===== src/rtl/seg_addr_pkg.sv =====
package seg_addr_pkg;

  // One-hot region code; bit order matches the select outputs
  typedef enum logic [3:0] {
    RG_CONV = 4'b0001,
    RG_DEV  = 4'b0010,
    RG_HIGH = 4'b0100,
    RG_PORT = 4'b1000
  } region_e;

endpackage


===== src/rtl/seg_rst_sync.sv =====
module seg_rst_sync #(
  parameter int STAGES = 2
) (
  input  logic clk,
  input  logic rst_n,
  output logic rst_n_sync
);

  logic [STAGES-1:0] chain_q;

  always_ff @(posedge clk or negedge rst_n) begin
    if (!rst_n) chain_q <= '0;
    else        chain_q <= {chain_q[STAGES-2:0], 1'b1};
  end

  assign rst_n_sync = chain_q[STAGES-1];

endmodule


===== src/rtl/seg_addr_calc.sv =====
module seg_addr_calc #(
  parameter int SEG_W  = 16,
  parameter int OFS_W  = 16,
  parameter int SHIFT  = 4,
  parameter int ADDR_W = 24,
  parameter int WRAP_W = 20
) (
  input  logic [SEG_W-1:0]  seg_i,
  input  logic [OFS_W-1:0]  ofs_i,
  input  logic              gate_open_i,
  output logic [ADDR_W-1:0] addr_o
);

  localparam int BASE_W = SEG_W + SHIFT;
  localparam int SUM_W  = ((BASE_W > OFS_W) ? BASE_W : OFS_W) + 1;
  localparam logic [ADDR_W-1:0] WRAP_MASK =
    {{(ADDR_W-WRAP_W){1'b0}}, {WRAP_W{1'b1}}};

  logic [SUM_W-1:0]  sum_w;
  logic [ADDR_W-1:0] full_w;

  // Segment scaled by 2**SHIFT, offset zero-extended, one carry bit spare
  assign sum_w  = SUM_W'({seg_i, {SHIFT{1'b0}}}) + SUM_W'(ofs_i);
  assign full_w = ADDR_W'(sum_w);

  // Closed gate discards everything from bit WRAP_W upward
  assign addr_o = gate_open_i ? full_w : (full_w & WRAP_MASK);

endmodule


===== src/rtl/seg_region_dec.sv =====
module seg_region_dec
  import seg_addr_pkg::*;
#(
  parameter int                 ADDR_W    = 24,
  parameter logic [ADDR_W-1:0]  CONV_END  = 24'h0A0000,
  parameter logic [ADDR_W-1:0]  HIGH_BASE = 24'h100000
) (
  input  logic [ADDR_W-1:0] addr_i,
  output region_e           region_o
);

  always_comb begin
    if (addr_i < CONV_END)       region_o = RG_CONV;
    else if (addr_i < HIGH_BASE) region_o = RG_DEV;
    else                         region_o = RG_HIGH;
  end

endmodule


===== src/rtl/seg_addr_unit.sv =====
module seg_addr_unit
  import seg_addr_pkg::*;
#(
  parameter int          SEG_W    = 16,
  parameter int          OFS_W    = 16,
  parameter int          SHIFT    = 4,
  parameter int          ADDR_W   = 24,
  parameter int          WRAP_W   = 20,
  parameter int          SYNC_STG = 2,
  parameter logic [15:0] RST_SEG  = 16'hFFFF,
  parameter logic [15:0] RST_OFS  = 16'h0000
) (
  input  logic              clk,
  input  logic              rst_n,
  input  logic              in_valid,
  input  logic [SEG_W-1:0]  seg_in,
  input  logic [OFS_W-1:0]  ofs_in,
  input  logic              wide_en,
  input  logic              port_cyc,
  output logic              out_valid,
  output logic [ADDR_W-1:0] phys_addr,
  output logic              sel_conv,
  output logic              sel_dev,
  output logic              sel_high,
  output logic              sel_port
);

  localparam logic [ADDR_W-1:0] RESET_ADDR =
    (ADDR_W'(RST_SEG) << SHIFT) + ADDR_W'(RST_OFS);
  localparam logic [ADDR_W-1:0] CONV_END   = ADDR_W'(24'h0A0000);
  localparam logic [ADDR_W-1:0] HIGH_BASE  = ADDR_W'(1) << WRAP_W;

  logic              rst_n_s;
  logic [ADDR_W-1:0] mem_addr;
  region_e           mem_region;

  logic [ADDR_W-1:0] addr_d, addr_q;
  region_e           region_d, region_q;
  logic              valid_q;

  seg_rst_sync #(.STAGES(SYNC_STG)) u_rsync (
    .clk        (clk),
    .rst_n      (rst_n),
    .rst_n_sync (rst_n_s)
  );

  seg_addr_calc #(
    .SEG_W (SEG_W), .OFS_W (OFS_W), .SHIFT (SHIFT),
    .ADDR_W(ADDR_W), .WRAP_W(WRAP_W)
  ) u_calc (
    .seg_i       (seg_in),
    .ofs_i       (ofs_in),
    .gate_open_i (wide_en),
    .addr_o      (mem_addr)
  );

  seg_region_dec #(
    .ADDR_W(ADDR_W), .CONV_END(CONV_END), .HIGH_BASE(HIGH_BASE)
  ) u_dec (
    .addr_i   (mem_addr),
    .region_o (mem_region)
  );

  // Next state: port cycles bypass the memory map entirely
  always_comb begin
    if (port_cyc) begin
      addr_d   = ADDR_W'(ofs_in);
      region_d = RG_PORT;
    end else begin
      addr_d   = mem_addr;
      region_d = mem_region;
    end
  end

  // Registers with explicit clock enable on the data path
  always_ff @(posedge clk or negedge rst_n_s) begin
    if (!rst_n_s) begin
      valid_q  <= 1'b0;
      addr_q   <= RESET_ADDR;
      region_q <= RG_DEV;
    end else begin
      valid_q <= in_valid;
      if (in_valid) begin
        addr_q   <= addr_d;
        region_q <= region_d;
      end
    end
  end

  assign out_valid = valid_q;
  assign phys_addr = addr_q;
  assign sel_conv  = region_q[0];
  assign sel_dev   = region_q[1];
  assign sel_high  = region_q[2];
  assign sel_port  = region_q[3];

endmodule


===== config.mk =====
export PLATFORM = sky130hd
export DESIGN_NAME = seg_addr_unit
export DESIGN_NICKNAME = d
export VERILOG_FILES = /design/src/rtl/seg_addr_pkg.sv /design/src/rtl/seg_rst_sync.sv /design/src/rtl/seg_addr_calc.sv /design/src/rtl/seg_region_dec.sv /design/src/rtl/seg_addr_unit.sv
export SDC_FILE = /design/constraint.sdc
export NUM_CORES = 1
export LEC_CHECK = 0
export BUFFER_PORTS_ARGS = -buffer_cell sky130_fd_sc_hd__buf_2
export CORE_MARGIN = 2
export CORE_UTILIZATION = 45
export DETAILED_ROUTE_END_ITERATION = 10
export PLACE_DENSITY_LB_ADDON = 0.25
export RECOVER_POWER = 25
export SETUP_SLACK_MARGIN = 0.05
export SLEW_MARGIN = 20
export SYNTH_ARGS = -nofsm -noshare
export SYNTH_HDL_FRONTEND = slang
export SYNTH_SLANG_ARGS = --single-unit

===== constraint.sdc =====
create_clock -name clk -period 0.8 [get_ports clk]
set_input_delay 0.16 -clock clk [delete_from_list [all_inputs] [get_ports clk]]
set_output_delay 0.16 -clock clk [all_outputs]
set_load 0.02 [all_outputs]

==> results.toml, run 1 <==
[synth]
synthDistinctLibCells = 52
synth-warning-count = 0
syn-cell-area_um2 = 1900
yosysMostFrequentCell = "sky130_fd_sc_hd__nor2_1"
netlist_top_cells_area = "sky130_fd_sc_hd__dfstp_2 24%, sky130_fd_sc_hd__dfrtp_1 13%, sky130_fd_sc_hd__ha_1 7.9%"
synthesis.instances = 211
synth.top_cells.by_count = "19 x sky130_fd_sc_hd__nor2_1, 17 x sky130_fd_sc_hd__dfstp_2, 16 x sky130_fd_sc_hd__a21oi_1"
seq_area_frac_synth_pct = 36.7
postSynth.asyncResetShare_pct = 100
synth.top_cell.area_share_pct = 23.5
number_of_enable_type_register_cells_in_the_synthesized_netlist = 0
ys_dominant_reg_cell = "sky130_fd_sc_hd__dfstp_2"
synth_area_leader = "sky130_fd_sc_hd__dfstp_2"
synth.avg_cell_area_um2 = 9.00
synth-seq-cells = 27

[clock_tree]
clkLatencyLatePin_ns = 0.28
clock_tree_from_tritoncts = "done"
clk_pin_slew_ns = 0.11
clock_tree.root_cell = "sky130_fd_sc_hd__clkbuf_8"
clock_sinks = 27
htree_num_levels = 1
cts.path.max_buffers = 2
cts-buffers-inserted = 3

[floorplanning]
floorplan.initialDensity_pct = 47.1
die_x_um = 69.0
number_of_ports_placed_on_the_die_boundary = 66
core_area_um2 = 4030
design.die.area_um2 = 4760
rows = 23
die_boundary_height_um = 69.0

[run]
maxCapViolations = 0

[critical_path]
critical_path.endpoint_type = "register"
critical_path_fanouts_max = 4
reg2regPathDepth = 3
start_kind = "input port"
timing.reg2reg.setup_slack_ns = -0.32
critPathKind = "input port to register"
timing.rr.start = "region_q[1]$_DFFE_PN1P_"
cp_max_delay_cell = "sky130_fd_sc_hd__o31a_1"
cp_cell_sequence = "buf_8 > ha_4 > inv_2 > fa_2 > nor2b_2 > o31a_1 > o21ai_4 > o21bai_4 > a311o_1 > o32ai_2"
critical_path.endpoint = "region_q[0]$_DFFE_PN0P_"
data_required_critical_path_ns = 0.98
crit-reg2reg-capture = "region_q[1]$_DFFE_PN1P_"
setup.worst_path.start = "ofs_in[4]"
timing.critical_path.arrival_ns = 1.94
slowest_delay_ns = 0.30

[run_status]
violations = "negative setup slack"
outcome = "finished, violations left"

[global_route]
grt_max_degree = 17
grt_first_pass_wirelength_um = 9490
grt_antenna_before_repair = 0
grt_remaining_overflow = 0
grt_pass1_vias = 2153
global_route.usage.total_pct = 27.0

[placed_design]
place_ws_ns = -1.32
port-buffer-count = 62
dp.final_hpwl_um = 4000
post-place-cells = 366
globalplace.congestion = 0.816
post_dp_cell_area_um2 = 2730

[routing]
wire_per_inst_um = 17.6
route.vias.total = 2167
detail_route.drc_violations = 0
wirelength_um = 6760
detail_route.first_pass.iterations = 4
ant_nets = 0
drt_iter0_markers = 129
detail_route.vias_per_cell = 5.64

[sta]
fmax_mhz = 567
clock_skews_ns = 0.00593
slew_violations = 0
final_hold_fails = 0
final.period_utilization_pct = 220
period_needed_ns = 1.76
setup_ws_ns = -0.963
final_worst_hold_slack_ns = 0.0957
setup_violations = 44
rsz_0062_raised_after_global_routing = "true"

[finish]
final_cells = 384
multi_input_comb_area_um2 = 1400
layout.filler_cells = 221
post_route_cell_area_um2 = 3360
post_route_cells_drive_above_1_share_pct = 62.0
antenna-diode-count = 0
areaGrowthSynthToFinish_pct = 76.9
final_nets = 385
fin_util_pct = 83.4
sequential_cell_area_um2 = 706

[pwr]
irDropWorstVdd_v = 0.00102
static-leakage-power_nw = 1.50
power.density_cell_area_nw_per_um2 = 1450

[min_path]
worst_hold_path_type = "input port to register"
==> cells in the final DEF, fill, tap and decap left out, types with 2 or more instances in the layout <==
master,count
sky130_fd_sc_hd__nand4_1,3
sky130_fd_sc_hd__nor2b_1,3
sky130_fd_sc_hd__mux2i_1,2
sky130_fd_sc_hd__o21ai_2,3
sky130_fd_sc_hd__a31oi_1,5
sky130_fd_sc_hd__nand3_1,4
sky130_fd_sc_hd__inv_1,13
sky130_fd_sc_hd__a21oi_1,12
sky130_fd_sc_hd__nand2b_1,2
sky130_fd_sc_hd__a21oi_2,3
sky130_fd_sc_hd__and3_4,2
sky130_fd_sc_hd__a21o_1,4
sky130_fd_sc_hd__buf_8,2
sky130_fd_sc_hd__dfrtp_1,3
sky130_fd_sc_hd__dfstp_2,17
sky130_fd_sc_hd__mux2_2,6
sky130_fd_sc_hd__ha_4,9
sky130_fd_sc_hd__dfrtp_2,7
sky130_fd_sc_hd__conb_1,4
sky130_fd_sc_hd__o21ai_1,5
sky130_fd_sc_hd__nor2b_2,2
sky130_fd_sc_hd__buf_2,25
sky130_fd_sc_hd__buf_4,55
sky130_fd_sc_hd__buf_6,43
sky130_fd_sc_hd__or3_1,2
sky130_fd_sc_hd__inv_2,2
sky130_fd_sc_hd__clkbuf_8,3
sky130_fd_sc_hd__a211oi_2,2
sky130_fd_sc_hd__xnor2_2,3
sky130_fd_sc_hd__o21a_1,4
sky130_fd_sc_hd__nor2_2,3
sky130_fd_sc_hd__nand2_1,14
sky130_fd_sc_hd__o21ai_0,7
sky130_fd_sc_hd__ha_1,2
sky130_fd_sc_hd__o21ai_4,4
sky130_fd_sc_hd__o32ai_2,2
sky130_fd_sc_hd__nor2_1,16
==> what timing repair did <==
item,in CTS,in global routing
hold buffers,1,0
pin swaps,37,20
endpoints found under the hold margin,2,0
gates resized for setup,101,14
setup buffers,9,4
endpoints found under the setup margin,50,50
==> kinds of logic after synthesis <==
family | Yosys count | share of synthesized area [%]
other cells | 2 | 0.395
flops | 27 | 36.7
compound gates | 71 | 26.2
xor+xnor | 5 | 2.31
buf+inv | 26 | 5.93
fa+ha+maj | 13 | 8.96
mux | 8 | 4.61
simple gates | 59 | 14.9
==> how the worst min path moves through the flow <==
stage | from | end | slack [ns] | depth (start not counted)
floorplan | rst_n | u_rsync.chain_q[0]$_DFF_PN0_ | -0.14 | 0
global placement | rst_n | u_rsync.chain_q[0]$_DFF_PN0_ | -0.05 | 1
detailed placement | rst_n | u_rsync.chain_q[0]$_DFF_PN0_ | -0.05 | 1
CTS | ofs_in[3] | phys_addr[3]$_DFFE_PN0P_ | 0.1 | 2
global route | ofs_in[2] | phys_addr[2]$_DFFE_PN0P_ | 0.1 | 2
finish | ofs_in[0] | phys_addr[0]$_DFFE_PN0P_ | 0.1 | 2
==> flip-flops by register name (all words and copies together) (netlist names) <==
register,flops
u_rsync.chain_q,2
out_valid,1
phys_addr,21
region_q,3
==> through the flow <==
| stage | TNS, ns | power, mW |
|---|---|---|
| floorplan | -12.22 | 2.69 |
| global placement | -18.74 | 3.32 |
| detailed placement | -19.33 | 3.35 |
| CTS | -18.95 | 4.70 |
| global route | -21.70 | 5.10 |
| finish | -20.09 | 4.88 |
==> power by group <==
part	internal (mW)	switching [mW]
logic	1.22	1.07
registers	1.60	0.115
clock network	0.355	0.508
==> critical path, delay by kind of cell <==
kind                     cells  cell delay, ns
buffers and inverters        2            0.15
adder cells (fa/ha/maj)      2            0.35
AND/OR/NAND/NOR              1            0.05
AO/OA/AOI/OAI                5            1.22
==> per-layer routing <==
metal	track usage [%]	vias up	wire [µm]
met5	0	-	0
met4	11.0	0	208
met3	3.90	24	367
met2	50.0	98	3540
met1	30.7	1040	2640
li1	-	1005	-
==> final cells by class <==
| type | count | share of cell area (%) |
|---|---|---|
| clock inverters | 1 | 0.223 |
| well taps | 50 | 1.86 |
| clock buffers | 3 | 1.23 |
| flip-flops and latches | 27 | 21.0 |
| repair buffers | 128 | 32.3 |
| multi-input cells | 160 | 41.7 |
| inverters | 15 | 1.68 |
(Power assumes the default switching activity.)
==> run 2, diff against run 1 <==
--- a/config.mk
+++ b/config.mk
@@ -9,6 +9,7 @@
 export CORE_MARGIN = 2
 export CORE_UTILIZATION = 45
 export DETAILED_ROUTE_END_ITERATION = 10
+export MAX_ROUTING_LAYER = met4
 export PLACE_DENSITY_LB_ADDON = 0.25
 export RECOVER_POWER = 25
 export SETUP_SLACK_MARGIN = 0.05
==> results.toml, run 2 (same netlist as run 1, synthesis figures left out) <==
[run_status]
outcome = "finished, violations left"
violations = "negative setup slack"

[sta]
slew_violations = 0
fmax_mhz = 566
final_hold_fails = 0
rsz_0062_raised_after_global_routing = "true"
final_worst_hold_slack_ns = 0.0958
period_needed_ns = 1.77
clock_skews_ns = 0.00803
setup_ws_ns = -0.967
final.period_utilization_pct = 221
setup_violations = 44

[critical_path]
critPathKind = "input port to register"
slowest_delay_ns = 0.30
timing.reg2reg.setup_slack_ns = -0.32
timing.critical_path.arrival_ns = 1.94
reg2regPathDepth = 3
cp_max_delay_cell = "sky130_fd_sc_hd__o31a_1"
cp_cell_sequence = "buf_8 > ha_4 > inv_2 > fa_2 > nor2b_2 > o31a_1 > o21ai_4 > o21bai_4 > a311o_1 > o32ai_2"
setup.worst_path.start = "ofs_in[4]"
crit_family = "compound AO/OA/AOI/OAI gates"
data_required_critical_path_ns = 0.98
start_kind = "input port"
crit-reg2reg-capture = "region_q[1]$_DFFE_PN1P_"
critical_path.endpoint_type = "register"
critical_path_buf_inv_count = 2
critical_path_fanouts_max = 4
timing.rr.start = "region_q[1]$_DFFE_PN1P_"

[min_path]
min-delay-start = "ofs_in[0]"
min_delay_path_depth = 2
worst_min_delay_path_endpoint = "phys_addr[0]$_DFFE_PN0P_"
worst_hold_path_type = "input port to register"

[finish]
final_cells = 384
largest_register_ffs = 21
final_nets = 385
post_route_cells_drive_above_1_share_pct = 62.0
areaGrowthSynthToFinish_pct = 76.9
layout.cells.most_common = "sky130_fd_sc_hd__buf_4"
antenna-diode-count = 0
mostFrequentLayoutCells = "55 x sky130_fd_sc_hd__buf_4, 43 x sky130_fd_sc_hd__buf_6, 25 x sky130_fd_sc_hd__buf_2"

[clock_tree]
cts.path.max_buffers = 2
cts-buffers-inserted = 3
clock_sinks = 27
clock_tree.root_cell = "sky130_fd_sc_hd__clkbuf_8"
clock_tree_from_tritoncts = "done"
htree_num_levels = 1
clkLatencyLatePin_ns = 0.28
clk_pin_slew_ns = 0.11

[routing]
wirelength_um = 6810
drt_iter0_markers = 131
route.vias.total = 2183
detail_route.drc_violations = 0
detail_route.first_pass.iterations = 5
detail_route.vias_per_cell = 5.68
wire_per_inst_um = 17.7
ant_nets = 0

[pwr]
clock_power_share_pct = 17.5
seq_power_share_pct = 35.3
power.density_cell_area_nw_per_um2 = 1450
irDropWorstVdd_v = 0.00101
p_switching_mw = 1.69
sw_frac_of_total_pct = 34.8
static-leakage-power_nw = 1.50
cell_internal_pwr_mw = 3.18
power.combinational.fraction_pct = 47.2

[global_route]
global_route.usage.total_pct = 27.7
grt_antenna_before_repair = 0
grt_remaining_overflow = 0
grt_max_degree = 17
grt_pass1_vias = 2153
grt_first_pass_wirelength_um = 9490

[placed_design]
dp.final_hpwl_um = 4000
post-place-cells = 366
place_ws_ns = -1.32
globalplace.congestion = 0.828
port-buffer-count = 62

[floorplanning]
design.die.area_um2 = 4760
core_area_um2 = 4030
rows = 23
number_of_ports_placed_on_the_die_boundary = 66
die_boundary_height_um = 69.0
floorplan.initialDensity_pct = 47.1
die_x_um = 69.0

[run]
maxCapViolations = 0
## run 2: layer usage
metal | global-route usage [%] | vias to the layer above | wire (µm)
met4 | 11.0 | 0 | 221
met3 | 3.57 | 28 | 401
met1 | 30.9 | 1045 | 2640
li1 | - | 1005 | -
met5 | - | - | 0
met2 | 50.0 | 105 | 3560
## run 2: area by class of cell
type | count | area, µm²
Clock inverter | 1 | 7.51
Tap cell | 50 | 62.6
Fill cell | 221 | 668
Inverter | 15 | 56.3
Clock buffer | 3 | 41.3
Multi-Input combinational cell | 160 | 1400
Sequential cell | 27 | 706
Timing Repair Buffer | 128 | 1090
## run 2: timing repair
| item | in CTS | in global routing |
|---|---|---|
| endpoints found under the hold margin | 2 | 0 |
| gates cloned | 0 | 0 |
| gates resized for setup | 101 | 14 |
| endpoints found under the setup margin | 50 | 50 |
| pin swaps | 37 | 20 |
| setup buffers | 9 | 4 |
| hold buffers | 1 | 0 |
## run 2: stage by stage
step | TNS, ns | area (µm²) | total power, mW | util (%)
CTS | -18.95 | 3270 | 4.70 | 81.2
floorplan | -12.22 | 2030 | 2.69 | -
finish | -20.17 | 3360 | 4.87 | 83.4
detailed placement | -19.33 | 2730 | 3.35 | 67.7
global placement | -18.74 | 2730 | 3.32 | 67.7
global route | -21.69 | 3360 | 5.10 | 83.4
## run 2: power by group through the flow
stage | Clock, mW | Combinational [mW] | Sequential [mW]
final | 0.855 | 2.30 | 1.72
after global routing | 0.922 | 2.44 | 1.73
after CTS | 0.861 | 2.12 | 1.71
after detailed placement | 0 | 1.66 | 1.70
after global placement | 0 | 1.63 | 1.69
after floorplan | 0 | 0.781 | 1.91
## run 2: worst max-delay path by stage
stage	to	slack (ns)	depth (start not counted)
after floorplan	region_q[0]$_DFFE_PN0P_	-1.00	9
after global placement	region_q[0]$_DFFE_PN0P_	-1.21	10
after detailed placement	region_q[0]$_DFFE_PN0P_	-1.32	10
after CTS	region_q[0]$_DFFE_PN0P_	-0.92	10
after global routing	region_q[0]$_DFFE_PN0P_	-0.98	10
final	region_q[0]$_DFFE_PN0P_	-0.97	10
## run 2: worst register-to-register path, delay by kind of cell, from the launching register on
kind             cells  cell delay [ns]
AO/OA/AOI/OAI        1             0.29
flip-flops           1             0.40
AND/OR/NAND/NOR      2             0.37
==> run 3, diff against run 2 <==
--- a/config.mk
+++ b/config.mk
@@ -6,8 +6,9 @@
 export NUM_CORES = 1
 export LEC_CHECK = 0
 export BUFFER_PORTS_ARGS = -buffer_cell sky130_fd_sc_hd__buf_2
+export CORE_ASPECT_RATIO = 0.75
 export CORE_MARGIN = 2
-export CORE_UTILIZATION = 45
+export CORE_UTILIZATION = 47
 export DETAILED_ROUTE_END_ITERATION = 10
 export MAX_ROUTING_LAYER = met4
 export PLACE_DENSITY_LB_ADDON = 0.25
@@ -16,4 +17,5 @@
 export SLEW_MARGIN = 20
 export SYNTH_ARGS = -nofsm -noshare
 export SYNTH_HDL_FRONTEND = slang
+export SYNTH_HIERARCHICAL = 1
 export SYNTH_SLANG_ARGS = --single-unit
==> results.toml, run 3 <==
[run_status]
outcome = "finished, violations left"
violations = "negative setup slack"

[finish]
layout.cells.most_common = "sky130_fd_sc_hd__buf_4"
areaGrowthSynthToFinish_pct = 51.2
antenna-diode-count = 0
final_nets = 380
post_route_cells_drive_above_1_share_pct = 47.1
final_cells = 388
mostFrequentLayoutCells = "44 x sky130_fd_sc_hd__buf_4, 33 x sky130_fd_sc_hd__buf_2, 32 x sky130_fd_sc_hd__buf_6"
largest_register_ffs = 24

[global_route]
grt_max_degree = 37
grt_first_pass_wirelength_um = 7850
use_met1_pct = 27.5
grt_use_met3_pct = 4.62
global_route.peak_usage_layer = "met2"
global_route.usage.total_pct = 21.3
grt_antenna_before_repair = 0
global_route.usage.met2_pct = 32.9
grt_pass1_vias = 1779
grt_remaining_overflow = 0

[floorplanning]
floorplan.initialDensity_pct = 48.0
rows = 21
number_of_ports_placed_on_the_die_boundary = 66
die_boundary_height_um = 62.0
die_x_um = 81.3
core_area_um2 = 4390
design.die.area_um2 = 5040

[pwr]
irDropWorstVdd_v = 0.00103
power.density_cell_area_nw_per_um2 = 1730
cell_internal_pwr_mw = 3.85
seq_power_share_pct = 35.3
p_switching_mw = 1.64
power_mw = 5.49
sw_frac_of_total_pct = 29.9
power.combinational.fraction_pct = 34.8
clock_power_share_pct = 29.8
static-leakage-power_nw = 1.53

[synth]
netlist_top_cells_area = "sky130_fd_sc_hd__dfstp_2 21%, sky130_fd_sc_hd__dfrtp_1 17%, sky130_fd_sc_hd__mux2i_1 7.6%"
synth.top_cells.by_count = "24 x sky130_fd_sc_hd__a21oi_1, 24 x sky130_fd_sc_hd__nor2_1, 17 x sky130_fd_sc_hd__dfstp_2"
number_of_enable_type_register_cells_in_the_synthesized_netlist = 0
ys_dominant_reg_cell = "sky130_fd_sc_hd__dfstp_2"
seq_area_frac_synth_pct = 37.8
synthDistinctLibCells = 43
synth.avg_cell_area_um2 = 9.40
syn-cell-area_um2 = 2110
synth_area_leader = "sky130_fd_sc_hd__dfstp_2"
synthesis.instances = 224
synth-seq-cells = 31
synth.top_cell.area_share_pct = 21.2
synth-warning-count = 6
postSynth.asyncResetShare_pct = 100

[routing]
route.vias.total = 1925
detail_route.vias_per_cell = 4.96
detail_route.first_pass.iterations = 4
detail_route.drc_violations = 0
ant_nets = 0
wire_per_inst_um = 12.8
drt_iter0_markers = 77
wirelength_um = 4950

[critical_path]
critical_path.endpoint_type = "register"
slowest_delay_ns = 0.45
start_kind = "input port"
data_required_critical_path_ns = 1.02
timing.rr.start = "region_q[1]$_DFFE_PN1P_"
timing.critical_path.arrival_ns = 2.35
crit_family = "simple AND/OR/NAND/NOR gates"
cp_max_delay_cell = "sky130_fd_sc_hd__or4_4"
critical_path_buf_inv_count = 1
critical_path_fanouts_max = 3
setup.worst_path.start = "ofs_in[4]"
critPathKind = "input port to register"
cp_cell_sequence = "buf_6 > ha_4 > fa_2 > a21o_1 > a221oi_2 > nand4b_1 > nand2_1 > and4_1 > or4_4 > nor2_2 > nand3b_1 > o21ai_1"

[sta]
rsz_0062_raised_after_global_routing = "true"
fmax_mhz = 468
setup_ws_ns = -1.34
clock_skews_ns = 0.00441
slew_violations = 0
final.period_utilization_pct = 267
final_hold_fails = 0
period_needed_ns = 2.14
setup_violations = 48

[clock_tree]
cts-buffers-inserted = 5
cts.path.max_buffers = 2
clk_pin_slew_ns = 0.07
htree_num_levels = 2
clock_tree_from_tritoncts = "done"
clock_tree.root_cell = "sky130_fd_sc_hd__clkbuf_8"
clock_sinks = 31
clkLatencyLatePin_ns = 0.29

[placed_design]
place_ws_ns = -1.64
globalplace.congestion = 0.822
dp.final_hpwl_um = 3530
port-buffer-count = 65
post-place-cells = 371

[min_path]
worst_hold_path_type = "input port to register"
min-delay-start = "ofs_in[10]"

[run]
maxCapViolations = 0
## run 3: cell types whose count changed after synthesis, sizes merged, moves of 6 or more
cell    change
mux2i      +14
buf        +10
nand2      -10
nand3b     +10
a21oi       +8
xor2        +7
mux2        -6
## run 3: power groups by stage
stage | clock, mW | sequential [mW] | combinational [mW]
after global placement | 0 | 1.91 | 1.59
final | 1.64 | 1.94 | 1.91
after detailed placement | 0 | 1.92 | 1.62
after CTS | 1.68 | 1.94 | 1.85
after global routing | 1.77 | 1.97 | 2.10
after floorplan | 0 | 2.16 | 0.761
## run 3: kinds of logic (layout without fill, tap and decap cells)
family	after synthesis	in the layout	synth area share, %
AND/OR/NAND/NOR	60	60	15.4
flip-flops	31	31	37.8
adder cells (fa/ha/maj)	13	13	8.08
XOR/XNOR	12	12	4.99
buffers and inverters	32	137	9.09
multiplexers	16	16	7.61
other	3	5	0.535
AO/OA/AOI/OAI	57	57	16.5
## run 3: cell type report
cell class	count	area, µm²
Fill cell	307	1200
Inverter	13	48.8
Clock buffer	6	82.6
Tap cell	57	71.3
Timing Repair Buffer	116	957
Clock inverter	2	35.0
Multi-Input combinational cell	163	1190
Sequential cell	31	798
## run 3: per-layer routing
metal / vias up / routed length (µm)
met5: - / 0
met4: 0 / 61
met3: 8 / 249
met2: 61 / 2270
met1: 878 / 2370
li1: 978 / -
## run 3: timing repair
item / in CTS / in global routing
hold buffers: 1 / 0
resized for setup: 63 / 9
setup endpoints to repair: 49 / 50
cloned: 0 / 0
hold endpoints to repair: 2 / 0
pin swaps: 6 / 8
buffers inserted: 4 / 6
## run 3: final timing paths
kind | endpoint | slack, ns | cells past startpoint
min in group asynchronous | u_rsync/chain_q[0]$_DFF_PN0_ | 0.18 | 2
setup reg to reg | region_q[1]$_DFFE_PN1P_ | -0.01 | 2
max in group asynchronous | phys_addr[12]$_DFFE_PN1P_ | 0.17 | 1
setup / recovery | region_q[1]$_DFFE_PN1P_ | -1.34 | 12
hold / removal | phys_addr[10]$_DFFE_PN1P_ | 0.17 | 3
hold reg to reg | out_valid$_DFF_PN0_ | 0.30 | 1
## run 3: tightest hold or removal path: stages
cell and delay (ns):
sky130_fd_sc_hd__buf_2 0.11, sky130_fd_sc_hd__mux2i_1 0.12, sky130_fd_sc_hd__a21oi_1 0.07
## run 3: per-stage QoR
step / setup TNS [ns] / hold WS [ns] / utilization (%) / cell area, µm²
final: -22.92 / 0.172 / 72.5 / 3180
after CTS: -23.11 / 0.164 / 71.1 / 3120
after detailed placement: -21.99 / -0.0539 / 63.3 / 2780
after global routing: -26.29 / 0.184 / 72.5 / 3180
after floorplan: -15.64 / -0.136 / - / 2140
after global placement: -21.53 / -0.0557 / 63.3 / 2780
